`config.mk`:
```
export PLATFORM = sky130hd
export DESIGN_NAME = hcmd_mailbox
export DESIGN_NICKNAME = d
export VERILOG_FILES = /design/src/rtl/hcmd_mailbox.sv
export SDC_FILE = /design/constraint.sdc
export NUM_CORES = 1
export LEC_CHECK = 0
export BUFFER_PORTS_ARGS = -buffer_cell sky130_fd_sc_hd__buf_2
export CORE_MARGIN = 1
export CORE_UTILIZATION = 35
export DETAILED_ROUTE_END_ITERATION = 8
export PLACE_DENSITY = 0.74
export REMOVE_ABC_BUFFERS = 1
export SYNTH_ARGS = -nofsm -noshare
export SYNTH_HDL_FRONTEND = slang
export SYNTH_SLANG_ARGS = --single-unit
```
`constraint.sdc`:
```
create_clock -name clk -period 1.7 [get_ports clk]
set_input_delay 0 -clock clk [delete_from_list [all_inputs] [get_ports clk]]
set_output_delay 0 -clock clk [all_outputs]
set_load 0.01 [all_outputs]
```
`src/rtl/hcmd_mailbox.sv`:
```
module hcmd_mailbox #(
  parameter int W = 8
) (
  input  logic         clk,
  input  logic         rst,
  input  logic         host_strobe,
  input  logic [1:0]   host_code,
  input  logic         host_dir,
  input  logic [W-1:0] host_wdata,
  output logic [W-1:0] host_rdata,
  output logic         host_busy,
  output logic         proc_pending,
  input  logic         proc_rd_cmd,
  input  logic         proc_clr_cmd,
  input  logic         proc_rd_data,
  input  logic         proc_ld_data,
  input  logic [W-1:0] proc_bus_in,
  output logic [W-1:0] proc_bus_out,
  output logic         proc_bus_oe
);
  localparam int PADW = W - 3;

  logic         hs_q, clr_q, ld_q;
  logic         busy;
  logic [1:0]   code;
  logic         dir;
  logic [W-1:0] word;
  logic [W-1:0] cmd_word;
  logic         hs_edge, clr_edge, ld_edge, accept;

  assign hs_edge  = host_strobe & ~hs_q;
  assign clr_edge = proc_clr_cmd & ~clr_q;
  assign ld_edge  = proc_ld_data & ~ld_q;
  assign accept   = hs_edge & ~busy;

  always_ff @(posedge clk) begin
    hs_q  <= host_strobe;
    clr_q <= proc_clr_cmd;
    ld_q  <= proc_ld_data;
  end

  always_ff @(posedge clk) begin
    if (rst) begin
      busy       <= 1'b0;
      code       <= '0;
      dir        <= 1'b0;
      word       <= '0;
      host_rdata <= '0;
    end else begin
      if (ld_edge) word <= proc_bus_in;
      if (accept) begin
        busy <= 1'b1;
        code <= host_code;
        dir  <= host_dir;
        if (host_dir) word <= host_wdata;
        else          host_rdata <= word;
      end else if (clr_edge) begin
        busy <= 1'b0;
        code <= '0;
        dir  <= 1'b0;
      end
    end
  end

  assign cmd_word     = {{PADW{1'b0}}, dir, code};
  assign host_busy    = busy;
  assign proc_pending = busy;
  assign proc_bus_oe  = proc_rd_cmd | proc_rd_data;
  assign proc_bus_out = proc_rd_cmd  ? cmd_word :
                        proc_rd_data ? word     : '0;
endmodule


```
Yosys cells after proc, flatten, opt, wreduce, memory -nomap -nowiden. Index checks and enable logic that the tools add are counted.

Word-level logic and storage cells: 30. Input port bits: 26. Latch bits: 0. Bits in read-only memories: 0. Memories: 0. Flip-flop bits (word level): 23. Memory bits (writable): 0. Output and inout port bits: 19.

Multipliers: 0. $add $sub $neg: 0. $lt $le $gt $ge: 0. Bitwise operators: 10. Reduce and logical (&&, ||, !) cells: 2. Shift-type cells: 0. Div/mod/pow operators: 0. Equality and inequality tests: 0. Mux-type cells: 10.

Operators with widths (number): 2-to-1 mux 8 bit (5); inverter 1 bit (5); bitwise AND 1 bit (4); 2-to-1 mux 2 bit (2); 2-to-1 mux 1 bit (3); AND reduction 2 bit (1); nonzero test 2 bit (1); OR 1 bit (1).

Longest topological paths before layout.
Depth in word-level cells: 5. Gate-level depth with buffers: 5. Gate-level depth less buffers: 3.

Least setup slack after synthesis. No wires, ideal clock.

Path kind: reg-to-reg. Start: register busy (netlist: host_busy). End: register host_rdata[3]. Buffers on the path: 1. Data arrival time: 1154 ps. Cell stages (with the launch flop): 5. Setup time: 133 ps. Path slack: 414 ps. Required time: 1567 ps. Period minus slack after synthesis: 1286 ps. Cell sequence: dfxtp_1 > or4b_1 > buf_2 > nand2_1 > a21oi_1.

Word-level cells in the longest chain between the ends: 3.

Ends and longest elaborated chain: start: declaration (RTL line 24) `logic busy;`; start signal: assignment (RTL line 44) `busy <= 1'b0;`; start signal: assignment (RTL line 52) `busy <= 1'b1;`; start signal: assignment (RTL line 58) `busy <= 1'b0;`; inverter 1 bit (RTL line 34) `assign accept = hs_edge & ~busy;`; bitwise AND 1 bit (RTL line 34); AND reduction 2 bit (no source line); end signal: assignment (RTL line 56) `else host_rdata <= word;`; end: declaration (RTL line 10) `output logic [W-1:0] host_rdata,`.

Every way passes these cells. A chain may end at the register's enable or synchronous reset.

Worst setup path in the final report.
Start: register busy (netlist: host_busy). End: register host_rdata[0].

Same word-level chain as after synthesis.

==> summary.md <==
| Metric | Value |
|---|---|
| RSZ-0062 raised after global routing | `false` |
| Sequential share of power | `59.0%` |
| Most common cell in the netlist | `nand2_1` |
| DRT Pass-1 Iters | `4` |
| Maximum number of pins on one net before global-route repair | `21` |
| Sw Ratio | `25.3%` |
| Post-synth top cells | `nand2_1, dfxtp_1, a21oi_1` |
| Synth area leaders | `dfxtp_1, nand2_1, mux2i_1` |
| Critical path data arrival time | `1.57 ns` |
| Int Pwr | `740 uW` |
| Final nets | `194` |
| Yosys top cell area share | `between 40 and 50%` |
| First-pass GRT wire length | `3.81 mm` |
| Max cap viols | `0` |
| Worst Path Max Fanout | `8` |
| Synth Register Bits | `23` |
| Endpoints failing hold | `0` |
| Via count of the first global-routing pass | `roughly 880` |
| Dominant combinational cell family by area after synthesis | `simple AND/OR/NAND/NOR gates` |
| Slowest stage cell, crit path | `or4b_1` |
| Die W | `54.5 um` |
| Multi-input gate area | `463 sq um` |
| Clock Power Share | `25.2%` |
| Cell Area, Synth | `963 sq um` |
| H-tree levels | `1` |
| Largest area contributor in the netlist | `dfxtp_1` |
| Final min period | `roughly 1.4 ns` |
| Critical path class | `reg -> reg` |
| Via-to-Cell Ratio | `4.95` |
| Slew at the pin closest to its max-slew limit | `between 0.5 and 0.6 ns` |
| DP Worst Slack | `0.343 ns` |
| Number of setup violations in the final report | `0` |
| Initial antenna violation count | `0` |
| Fill cells | `between 200 and 300` |
| WL/cell | `between 10 and 15 um` |
| Mean Syn Cell Area | `8.68 sq um` |
| Maximum clock frequency | `~730 MHz` |
| Layout area overhead | `40.4%` |
| Layout cells sized above 1 | `31.1%` |
| Register area share after synthesis | `47.8%` |
| Die area | `between 2000 and 3000 sq um` |
| Psw | `~250 uW` |
| Sequential Area | `about 460 sq um` |
| Slew Viols, Final | `0` |
| Post-CTS Repair Setup Buffers | `0` |
| Number of synthesized flops with an enable pin | `0` |
| Post-synthesis instance total | `111` |
| CP max stage delay | `0.68 ns` |
| PortBufs | `44` |
| Status | `completed` |
| Vias | `975` |
| Synth unique cells | `21` |
| Simple-Gate Fraction of Synth Area | `25.7%` |
| DRT iter0 DRCs | `12` |
| Hpwl dp | `1.77 mm` |
| Combinational share of power | `15.8%` |
| Setup tns final | `0 ns` |
| Synth Flop Type | `dfxtp_1` |
| Post_cts resized | `0` |
| GRT Residual Overflow | `0` |
| Worst skew pair latency | `0.31 ns` |
| Cell Chain, Critical Path | `or4b_1 > nand2_1 > a21oi_1` |
| Worst VDD drop | `0.000418 V` |
| Worst path required time | `1.89 ns` |
| Skew final | `~0.0062 ns` |
| Post-Synth Adder-Cell Area | `0%` |
| Asr flop ratio synth | `0%` |
| I/O pin total | `45` |
| CTS root buf | `clkbuf_4` |
| Routability Congestion | `0.786` |
| Gr usage total | `19.1%` |
| Routed WL | `2.42 mm` |
| Cell Pwr Density | `732 nW/um^2` |
| Core Rows | `18` |
| Min-Delay Path Class | `in -> reg` |
| CTS Buf Count | `3` |
| Setup WS post-layout | `0.322 ns` |
| Crit start category | `flip-flop` |
| Vert. Die Dim | `between 50 and 60 um` |
| Mux cell area share after synthesis | `8.31%` |
| CTS tree | `done` |
| Slew HR | `65.6%` |
| Synth Warn # | `0` |
| Ant diodes | `0` |
| Worst setup EP type | `flip-flop` |
| Clk slew on worst S/H paths | `between 0.1 and 0.15 ns` |
| Worst path buffer plus inverter count | `0` |
| Final period utilization | `81.0%` |
| XOR/XNOR Fraction of Synth Area | `0%` |
| Synth Area in Compound Gates | `around 14%` |
| Pleak | `0.000629 uW` |
| Family with the most delay on the worst path | `simple AND/OR/NAND/NOR gates` |
| Core area | `2540 sq um` |
| Initial core utilization | `37.9%` |
| Hold buffer count at cts | `13` |
| DRC Markers | `0` |
| Clock tree buffer depth | `2` |
| Clk sinks | `23` |
| Post-route ant nets | `0` |
-- sequential cells by signal (all words and copies together) (netlist names) --
signal,count
code,2
hs_q,1
ld_q,1
clr_q,1
host_busy,1
dir,1
host_rdata,8
word,8
-- kinds of logic after synthesis --
group / after synthesis
muxes: 8
DFF: 23
buffers and inverters: 7
AOI/OAI and AO/OA: 23
and+or+nand+nor: 50
-- power groups by stage --
stage                     clock network (uW)  logic, uW  registers, uW
after floorplan                            0       62.7            594
after global placement                     0        129            595
after detailed placement                   0        133            597
after CTS                                259        156            584
after global routing                     289        172            589
final                                    250        156            584
-- stage by stage --
| step | total power, uW | hold slack, ns | util [%] | instances | instance area [sq um] |
|---|---|---|---|---|---|
| global placement | 724 | 0.119 | 47.0 | 180 | 1200 |
| CTS | 1000 | 0.00895 | 53.1 | 197 | 1350 |
| detailed placement | 730 | 0.122 | 47.0 | 180 | 1200 |
| finish | 990 | 0.0141 | 53.1 | 197 | 1350 |
| global route | 1050 | 0.00448 | 53.1 | 197 | 1350 |
| floorplan | 656 | 0.0277 | - | 104 | 923 |
-- placed cells by master (no fill, tap or decap), types with 3 or more instances in the layout --
| master | instances |
|---|---|
| a21oi_1 | 12 |
| nor2_1 | 9 |
| mux2i_1 | 8 |
| a211oi_1 | 8 |
| nand3_1 | 3 |
| nand2_1 | 24 |
| clkbuf_4 | 3 |
| dfxtp_1 | 23 |
| and2_1 | 5 |
| buf_2 | 44 |
| o21ai_0 | 3 |
| dlygate4sd3_1 | 13 |
-- worst paths after layout --
check,slack (ns),startpoint,to,cells after the start
hold / removal,0.01,proc_bus_in[5],word[5],3
setup reg to reg,0.32,host_busy,host_rdata[0],3
hold reg to reg,0.46,host_rdata[2],host_rdata[2],2
setup / recovery,0.32,host_busy,host_rdata[0],3
-- metal layers --
metal  part of all wire (%)  vias up  wire, um  GRT usage [%]
li1                       -      493         -              -
met1                     47      442      1140           22.9
met2                     46       33      1100           30.7
met3                    4.1        7        98           3.33
met4                    3.1        0        74           13.2
met5                      0        -         0              0
-- worst register-to-register path, cell delays in order, from the launching register on --
cell and delay, ns:
dfxtp_1 0.38, or4b_1 0.68, nand2_1 0.13, a21oi_1 0.07
-- final cells by class --
cell class	count	area share, %
multi-input combinational	81	34.2
sequential	23	34.0
timing repair buffer	59	27.0
tap	30	2.78
clock buffer	4	1.94
Note: power is estimated with default switching activity, not from simulation.
